### src/rtl/vns_pkg.sv
package vns_pkg;
  typedef enum logic [1:0] {
    NS_16TO8  = 2'd0,
    NS_32TO16 = 2'd1,
    NS_64TO32 = 2'd2,
    NS_NONE   = 2'd3
  } ns_size_t;

  localparam int NS_NUM_SIZES = 3;
  localparam int NS_MIN_W     = 16;
endpackage

### src/rtl/vns_elem_shift.sv
module vns_elem_shift #(
  parameter int W = 16
) (
  input  logic [W-1:0]   elem,
  input  logic [W-1:0]   amount,
  input  logic           arith,
  output logic [W/2-1:0] narrowed
);
  localparam int SHW = $clog2(W);
  localparam int HW  = W / 2;

  logic [SHW-1:0] sh;
  logic [W:0]     ext;

  assign sh  = SHW'(amount % W);
  assign ext = {arith & elem[W-1], elem};

  always_comb begin
    narrowed = HW'($signed(ext) >>> sh);
  end
endmodule

### src/rtl/vns_lane.sv
module vns_lane
  import vns_pkg::*;
#(
  parameter int LANE_W = 128
) (
  input  logic [LANE_W-1:0] lane_data,
  input  logic [LANE_W-1:0] lane_amt,
  input  ns_size_t          size,
  input  logic              arith,
  output logic [LANE_W-1:0] lane_out
);
  localparam int HALF = LANE_W / 2;

  logic [NS_NUM_SIZES-1:0][HALF-1:0] packed_r;

  for (genvar g = 0; g < NS_NUM_SIZES; g++) begin : g_size
    localparam int W = NS_MIN_W << g;
    localparam int N = LANE_W / W;
    for (genvar e = 0; e < N; e++) begin : g_elem
      vns_elem_shift #(.W(W)) u_sh (
        .elem     (lane_data[e*W +: W]),
        .amount   (lane_amt[e*W +: W]),
        .arith    (arith),
        .narrowed (packed_r[g][e*(W/2) +: W/2])
      );
    end
  end

  always_comb begin
    case (size)
      NS_16TO8:  lane_out = {{HALF{1'b0}}, packed_r[0]};
      NS_32TO16: lane_out = {{HALF{1'b0}}, packed_r[1]};
      NS_64TO32: lane_out = {{HALF{1'b0}}, packed_r[2]};
      default:   lane_out = '0;
    endcase
  end
endmodule

### src/rtl/vnarrow_shift.sv
module vnarrow_shift
  import vns_pkg::*;
#(
  parameter int VLEN   = 256,
  parameter int LANE_W = 128
) (
  input  logic            clk,
  input  logic            rst,
  input  logic            in_valid,
  input  logic [VLEN-1:0] src_data,
  input  logic [VLEN-1:0] src_shamt,
  input  logic [1:0]      size_sel,
  input  logic            arith,
  input  logic            wide,
  output logic            out_valid,
  output logic [VLEN-1:0] result
);
  localparam int NLANE = VLEN / LANE_W;
  localparam int HALF  = LANE_W / 2;

  ns_size_t        size;
  logic [VLEN-1:0] next_res;

  assign size = ns_size_t'(size_sel);

  for (genvar i = 0; i < NLANE; i++) begin : g_lane
    logic [LANE_W-1:0] lq;
    logic              en;
    vns_lane #(.LANE_W(LANE_W)) u_lane (
      .lane_data (src_data[i*LANE_W +: LANE_W]),
      .lane_amt  (src_shamt[i*LANE_W +: LANE_W]),
      .size      (size),
      .arith     (arith),
      .lane_out  (lq)
    );
    assign en = wide || (i == 0);
    assign next_res[i*LANE_W +: LANE_W] = en ? lq : '0;


    lane_upper_zero_chk: assert property (@(posedge clk) disable iff (rst)
      out_valid |-> result[i*LANE_W+HALF +: HALF] == '0);
  end

  always_ff @(posedge clk) begin
    if (rst) begin
      out_valid <= 1'b0;
      result    <= '0;
    end else begin
      out_valid <= in_valid;
      if (in_valid) result <= next_res;
    end
  end


  narrow_upper_zero_chk: assert property (@(posedge clk) disable iff (rst)
    (in_valid && !wide) |=> result[VLEN-1:LANE_W] == '0);

  valid_follow_chk: assert property (@(posedge clk) disable iff (rst)
    in_valid |=> out_valid);

  valid_drop_chk: assert property (@(posedge clk) disable iff (rst)
    !in_valid |=> !out_valid);

  result_hold_chk: assert property (@(posedge clk) disable iff (rst)
    !in_valid |=> $stable(result));

  bad_size_zero_chk: assert property (@(posedge clk) disable iff (rst)
    (in_valid && size_sel == 2'd3) |=> result == '0);
endmodule

### config.mk
export PLATFORM = sky130hd
export DESIGN_NAME = vnarrow_shift
export DESIGN_NICKNAME = d
export VERILOG_FILES = /design/src/rtl/vns_pkg.sv /design/src/rtl/vns_elem_shift.sv /design/src/rtl/vns_lane.sv /design/src/rtl/vnarrow_shift.sv
export SDC_FILE = /design/constraint.sdc
export NUM_CORES = 2
export LEC_CHECK = 0
export BUFFER_PORTS_ARGS = -buffer_cell sky130_fd_sc_hd__buf_4
export CAP_MARGIN = 40
export CORE_AREA = 5 5 299 301
export DETAILED_ROUTE_END_ITERATION = 6
export DIE_AREA = 0 0 304 306
export PLACE_DENSITY = 0.76
export SLEW_MARGIN = 20
export SYNTH_ARGS = -nofsm -noshare
export SYNTH_HDL_FRONTEND = slang
export SYNTH_SLANG_ARGS = --single-unit
export TNS_END_PERCENT = 100
### constraint.sdc
create_clock -name clk -period 6 [get_ports clk]
set_input_delay 0.3 -clock clk [delete_from_list [all_inputs] [get_ports clk]]
set_output_delay 0.3 -clock clk [all_outputs]
set_load 0.02 [all_outputs]
== Word-level counts from Yosys, hierarchy flattened ==
Index checks and enable logic that the tools add are counted.
W data, S select, Z words.

* Bits in registers: 257
* Input bits: 519
* Output and inout port bits: 257
* Logic and storage cells: 52

* Eq/ne operators: 2
* Shifts and indexed selects: 28
* Mux-type cells: 3
* Bitwise logic cells: 16
* Reductions and logical operators: 1

{| class="wikitable"
|+ Operators by type and width
! cell !! count
|-
| $pmux W64 S3 || 2
|-
| $sshr A17 B4 Y8 || 16
|-
| $sshr A33 B5 Y16 || 8
|-
| $sshr A65 B6 Y32 || 4
|-
| $mux W128 || 1
|-
| $and A1 B1 Y1 || 16
|-
| $eq A2 B1 Y1 const B || 1
|-
| $eq A2 B2 Y1 const B || 1
|-
| $logic_not A2 Y1 || 1
|}

== Depth between registers and ports, before layout ==
* Depth in word-level cells: 4
* Mapped depth: 12

== Hierarchy ==
Synthesis repeated with hierarchy kept, for this count alone.

* Cells, all modules: 6,486
* Area total of the unflattened synthesis: 59,633.4 um2

{| class="wikitable"
|+ By module, submodules not included
! module !! instances !! cells an instance !! area an instance (um2)
|-
| vns_elem_shift (g_lane[0].u_lane.g_size[2].g_elem[0].u_sh ...) || 4 || 544 || 4,760.8
|-
| vns_elem_shift (g_lane[0].u_lane.g_size[1].g_elem[0].u_sh ...) || 8 || 220 || 1,914.3
|-
| vns_elem_shift (g_lane[0].u_lane.g_size[0].g_elem[0].u_sh ...) || 16 || 71 || 742.0
|-
| vnarrow_shift || 1 || 984 || 9,613.0
|-
| vns_lane || 2 || 215 || 1,895.6
|}

== Worst setup path before layout ==
OpenSTA, ideal clock, no wires.

* Path type: input to register
* From: input src_shamt[192]
* To: register result[179]
* Library setup time: 0.131 ns
* Arrival: 2.271 ns
* Setup slack: 3.598 ns
* Cell stages on the path: 11
* Path buffers: 4
* Cells stage by stage: buf_2 > buf_6 > buf_4 > buf_4 > mux2i_1 > nand2_1 > a31oi_1 > inv_1 > mux4_2 > o221ai_1 > o211ai_1

* Cells in the longest elaborated chain, start to end: 3

{| class="wikitable"
|+ Ends and longest elaborated chain
! element !! line !! text
|-
| start, declared || vnarrow_shift.sv:11 || <nowiki>input logic [VLEN-1:0] src_shamt,</nowiki>
|-
| $sshr A65 B6 Y32 || vns_elem_shift.sv:19 || <nowiki>narrowed = HW'($signed(ext) >>> sh);</nowiki>
|-
| $pmux W64 S3 || vns_lane.sv:30 || <nowiki>case (size)</nowiki>
|-
| $mux W128 || vnarrow_shift.sv:37 || <nowiki>assign next_res[i*LANE_W +: LANE_W] = en ? lq : '0;</nowiki>
|-
| end signal, assigned || vnarrow_shift.sv:50 || <nowiki>if (in_valid) result <= next_res;</nowiki>
|-
| end, declared || vnarrow_shift.sv:16 || <nowiki>output logic [VLEN-1:0] result</nowiki>
|}

No other way between the ends.
A chain may end at the register's enable or synchronous reset.

== Worst setup path after layout ==
* From: input size_sel[1]
* To: register result[186]

* Cells in the longest elaborated chain, start to end: 3
* Elaborated cells between the ends (all ways): 5
* Those cells by class: 2 x eq/ne; 2 x mux; 1 x reduce/logical

{| class="wikitable"
|+ Ends and longest elaborated chain
! element !! line !! text
|-
| start, declared || vnarrow_shift.sv:12 || <nowiki>input logic [1:0] size_sel,</nowiki>
|-
| $eq A2 B2 Y1 (tied with other cells) || vns_lane.sv:30 ||
|-
| $pmux W64 S3 * || vns_lane.sv:30 ||
|-
| $mux W128 * || vnarrow_shift.sv:37 ||
|}

Mark *: on every way between the ends. The rest lies on a longest branch, timed or not.

==> impl.org <==
** Run
- Across the run, the number of max-cap violations was 0.

** Clocking
- Root Driver :: sky130_fd_sc_hd__clkbuf_16
- Number of buffers added by the clock tree synthesis step :: 17
- In this run the post-CTS setup repair buffer count came out at 0.
- After clock tree synthesis, the clock-pin slew on the worst setup and hold paths is 80 ps.
- The H-tree was split into 4 levels.
- Clk Latency, worst-skew pair :: 480 ps
- Clock tree from TritonCTS :: done
- Clk sink count :: 129
- Number of hold buffers added after CTS :: 0
- The clock passes through at most 2 buffers.
- Once the clock tree was built, the resizer swapped 0 gates to a different size.

** Power and ir drop
- Power spread over the standard cell area amounts to 140 nW/um^2.
- Worst IR Drop VDD :: 0.000222 V
- For this design the static power due to leakage is 15.7 nW.

** GRT
- First-pass GRT wire length :: about 250000 microns
- In the global route stage, overall resource usage came out at approximately a third.
- Via count of the first global-routing pass :: roughly 38000
- Total congestion overflow :: 0
- Entering global routing, the biggest net connects 89 pins.
- Number of antenna violations at the first check in global routing :: 6

** Place
- The congestion estimate from routability-driven global placement came to around 1.0.
- Post-DP HPWL :: 124000 microns
- Counting tap cells, the placed design contains a total of 5677 instances.
- Input and output buffers added on the ports amount to 467.

** Timing
- Final cycle utilization of the critical path :: 51.5%
- At the pin with the least slew margin, the transition time is 908 ps.
- Headroom to the max-slew limit :: 37.9%
- For the final database, setup skew stands at 0 ps.
- Counting I/O delays and the setup requirement, the final critical path takes 3090 ps.
- Post-route setup TNS :: 0 ps
- Setup violation total in the final timing report :: 0
- Worst hold margin :: 250 ps
- The number of failing hold endpoints at the final stage is 0.
- Slew Viols, Final :: 0
- Unrepaired setup endpoints after global routing :: no
- Timing would allow up to 323 MHz.

** Routing
- Initial detailed-routing violation count :: 7390
- Met3 wire len :: between 20000 and 25000 microns
- Via count :: 41500
- In the final routed layout, each cell accounts on average for 30.1 microns.
- Uppermost layer routed :: met5
- Summed over all nets, wire length on met2 after detailed routing comes to 74500 microns.
- In the final routing, the length of wire on met1 measures 63500 microns.
- In this run the remaining antenna-violating nets after routing total 0.
- Dividing the detail-routed via count by the number of cells gives 7.25.
- In the routed design, unresolved DRC markers number 3.
- Post-detailed-routing wire length :: 172000 microns
- First drt pass iteration count :: 7

** Synthesis
- Post-synth EDFFs :: 0
- The largest total area in the synthesized netlist belongs to sky130_fd_sc_hd__mux4_2.
- After synthesis, flip-flops and latches occupy approximately 6.9% of the total area.
- After synthesis the cells add up to 37700 sq um.
- Library cells used by synthesis :: 79
- Main combinational cell family by area after synthesis :: multiplexers
- Summing the areas of all compound-gate instances in the mapped netlist gives a little under a quarter of the synthesized area.
- The synthesized netlist devotes between 10% and 20% of its cell area to simple gates.
- Share of flip-flops with an asynchronous set or reset :: 0%
- After synthesis, the largest area contributor takes up between 20% and 30% of total cell area.
- In the post-synthesis netlist, the biggest area contributors are sky130_fd_sc_hd__mux4_2 28%, sky130_fd_sc_hd__mux2i_1 11%, sky130_fd_sc_hd__dfxtp_1 6.9%.
- Mux cell area share after synthesis :: 45.8%
- By count the netlist is led by 599 x sky130_fd_sc_hd__nand2_1, 473 x sky130_fd_sc_hd__mux4_2, 406 x sky130_fd_sc_hd__mux2i_1, 374 x sky130_fd_sc_hd__clkbuf_1, 362 x sky130_fd_sc_hd__nor2_1.
- By instance count, the leading cell after synthesis is sky130_fd_sc_hd__nand2_1.
- In the synthesized netlist the dominant register cell turns out to be sky130_fd_sc_hd__dfxtp_1.
- Synthesis produced between 4000 and 5000 cells.
- Of the total synthesized cell area, the portion taken by full adders, half adders and majority gates is 0%.
- Of the total synthesized cell area, the portion taken by XOR and XNOR cells is 0%.
- Yosys printed 0 warnings.
- The average instance in the mapped netlist occupies about 8.2 sq um.
- In this run, synthesis produced a sequential element count of 129.

** Worst setup path
- Most common cell on crit path :: sky130_fd_sc_hd__buf_4
- STA classifies the critical path startpoint as a primary input.
- Walking the worst path, the cells encountered are buf_4, buf_4, nor2b_4, nand2_1, a21oi_1, o21a_1, nor3_1, a221oi_1.
- Together, buffers and inverters on the worst path number 2.
- Data on the critical path is required at its endpoint by 6400 ps.
- Signal arrival time at the worst endpoint :: 3490 ps
- Broken down by cell family, the worst path's largest delay share belongs to simple AND/OR/NAND/NOR gates.
- Worst Setup End Kind :: flop
- Worst setup path class :: in2reg
- Highest cell delay on the worst timing path :: ~750 ps
- For this design, the slowest cell found on the critical path is sky130_fd_sc_hd__nor2b_4.
- Max Fanout on Critical Path :: 21

** Floorplan
- Placeable core region :: ~86000 sq um
- In this run the count of I/O pins placed on the die edge is 776.
- Width of the die :: 304 microns
- The die is roughly 300 microns tall.
- In this run the core area contains 108 standard-cell rows.
- Starting density of the core :: 43.6%
- Area of the die :: 93000 sq um

** Finish
- Growth of design area from synthesis to finish :: 8.60%
- In the final design database the tool counted 5068 nets.
- FILL cells :: 8380
- Cells with a size suffix above 1 make up 28.3% of the layout.
- Final standard cell count with taps included and fillers excluded :: 5719

** Run status
- Violated checks :: DRC
- Status :: complete, but fails checks

** Min path
- The min-delay analysis places its worst path in the category in2reg.
logic make-up after synthesis:
| logic type | after synthesis |
|---|---|
| compound gates | 1304 |
| simple gates | 1275 |
| mux | 1094 |
| buf+inv | 768 |
| flops | 129 |
| other cells | 1 |
state kept, by name, indices dropped and copies added (netlist names):
signal / count
result: 128
out_valid: 1
stage by stage:
stage	utilization [%]	cell area, sq um	power, mW	worst slack (ps)
3_5_place_dp	46.5	40200	4.52	2340
4_1_cts	47.2	40700	5.61	2880
5_1_grt	47.4	40900	5.96	2900
3_3_place_gp	46.4	40100	4.48	2310
2_1_floorplan	-	38200	3.46	3600
6_report	47.4	40900	5.73	2910
cell usage in the layout (no fill, tap or decap), types with 51 or more instances in the layout:
cell type	instances
sky130_fd_sc_hd__a221oi_1	68
sky130_fd_sc_hd__mux2i_1	406
sky130_fd_sc_hd__nor2_1	360
sky130_fd_sc_hd__nand3_1	84
sky130_fd_sc_hd__o22ai_1	57
sky130_fd_sc_hd__nor3_1	69
sky130_fd_sc_hd__nand2_1	599
sky130_fd_sc_hd__buf_4	519
sky130_fd_sc_hd__o211ai_1	116
sky130_fd_sc_hd__mux2_2	205
sky130_fd_sc_hd__inv_1	51
sky130_fd_sc_hd__o21ai_0	319
sky130_fd_sc_hd__a31oi_1	56
sky130_fd_sc_hd__a211oi_1	78
sky130_fd_sc_hd__mux4_2	473
sky130_fd_sc_hd__dfxtp_1	129
sky130_fd_sc_hd__conb_1	128
sky130_fd_sc_hd__a21oi_1	254
metal layers:
metal | GRT usage, % | vias up
met3 | 9.71 | 596
met2 | 52.6 | 3705
met5 | 0 | -
met1 | 47.0 | 19700
li1 | - | 17500
met4 | 15.8 | 4
layout make-up:
type                    instances  area, sq um  area share [%]
flip-flops and latches        129         2580            6.31
well taps                    1155         1450            3.53
clock inverters                11         80.1           0.196
repair buffers                534         4230            10.3
multi-input cells            3801        31900            77.9
diodes                          2         5.00          0.0122
inverters                      66          248           0.605
clock buffers                  21          460            1.13
where the power goes:
| part | total (mW) | switching (mW) | internal, mW |
|---|---|---|---|
| registers | 0.955 | 0.0540 | 0.901 |
| logic | 3.70 | 2.21 | 1.48 |
| clock network | 1.08 | 0.528 | 0.551 |
| total | 5.73 | 2.80 | 2.93 |
worst register-to-register path, cell delays in order, from the launching register on:
cell and delay, ps:
sky130_fd_sc_hd__dfxtp_1 500, sky130_fd_sc_hd__nor2b_1 240, sky130_fd_sc_hd__nor2_1 50, sky130_fd_sc_hd__a2111oi_0 440
sky130_fd_sc_hd__a21oi_1 90, sky130_fd_sc_hd__o22ai_1 170
final timing paths:
check,start,endpoint,slack (ps),cells past startpoint
worst min-delay path,src_shamt[67],result[35],250,4
worst max register to register,result[5],result[5],4430,5
worst min register to register,result[0],result[0],460,2
worst max-delay path,size_sel[1],result[186],2910,8
Note: power is estimated with default switching activity, not from simulation.
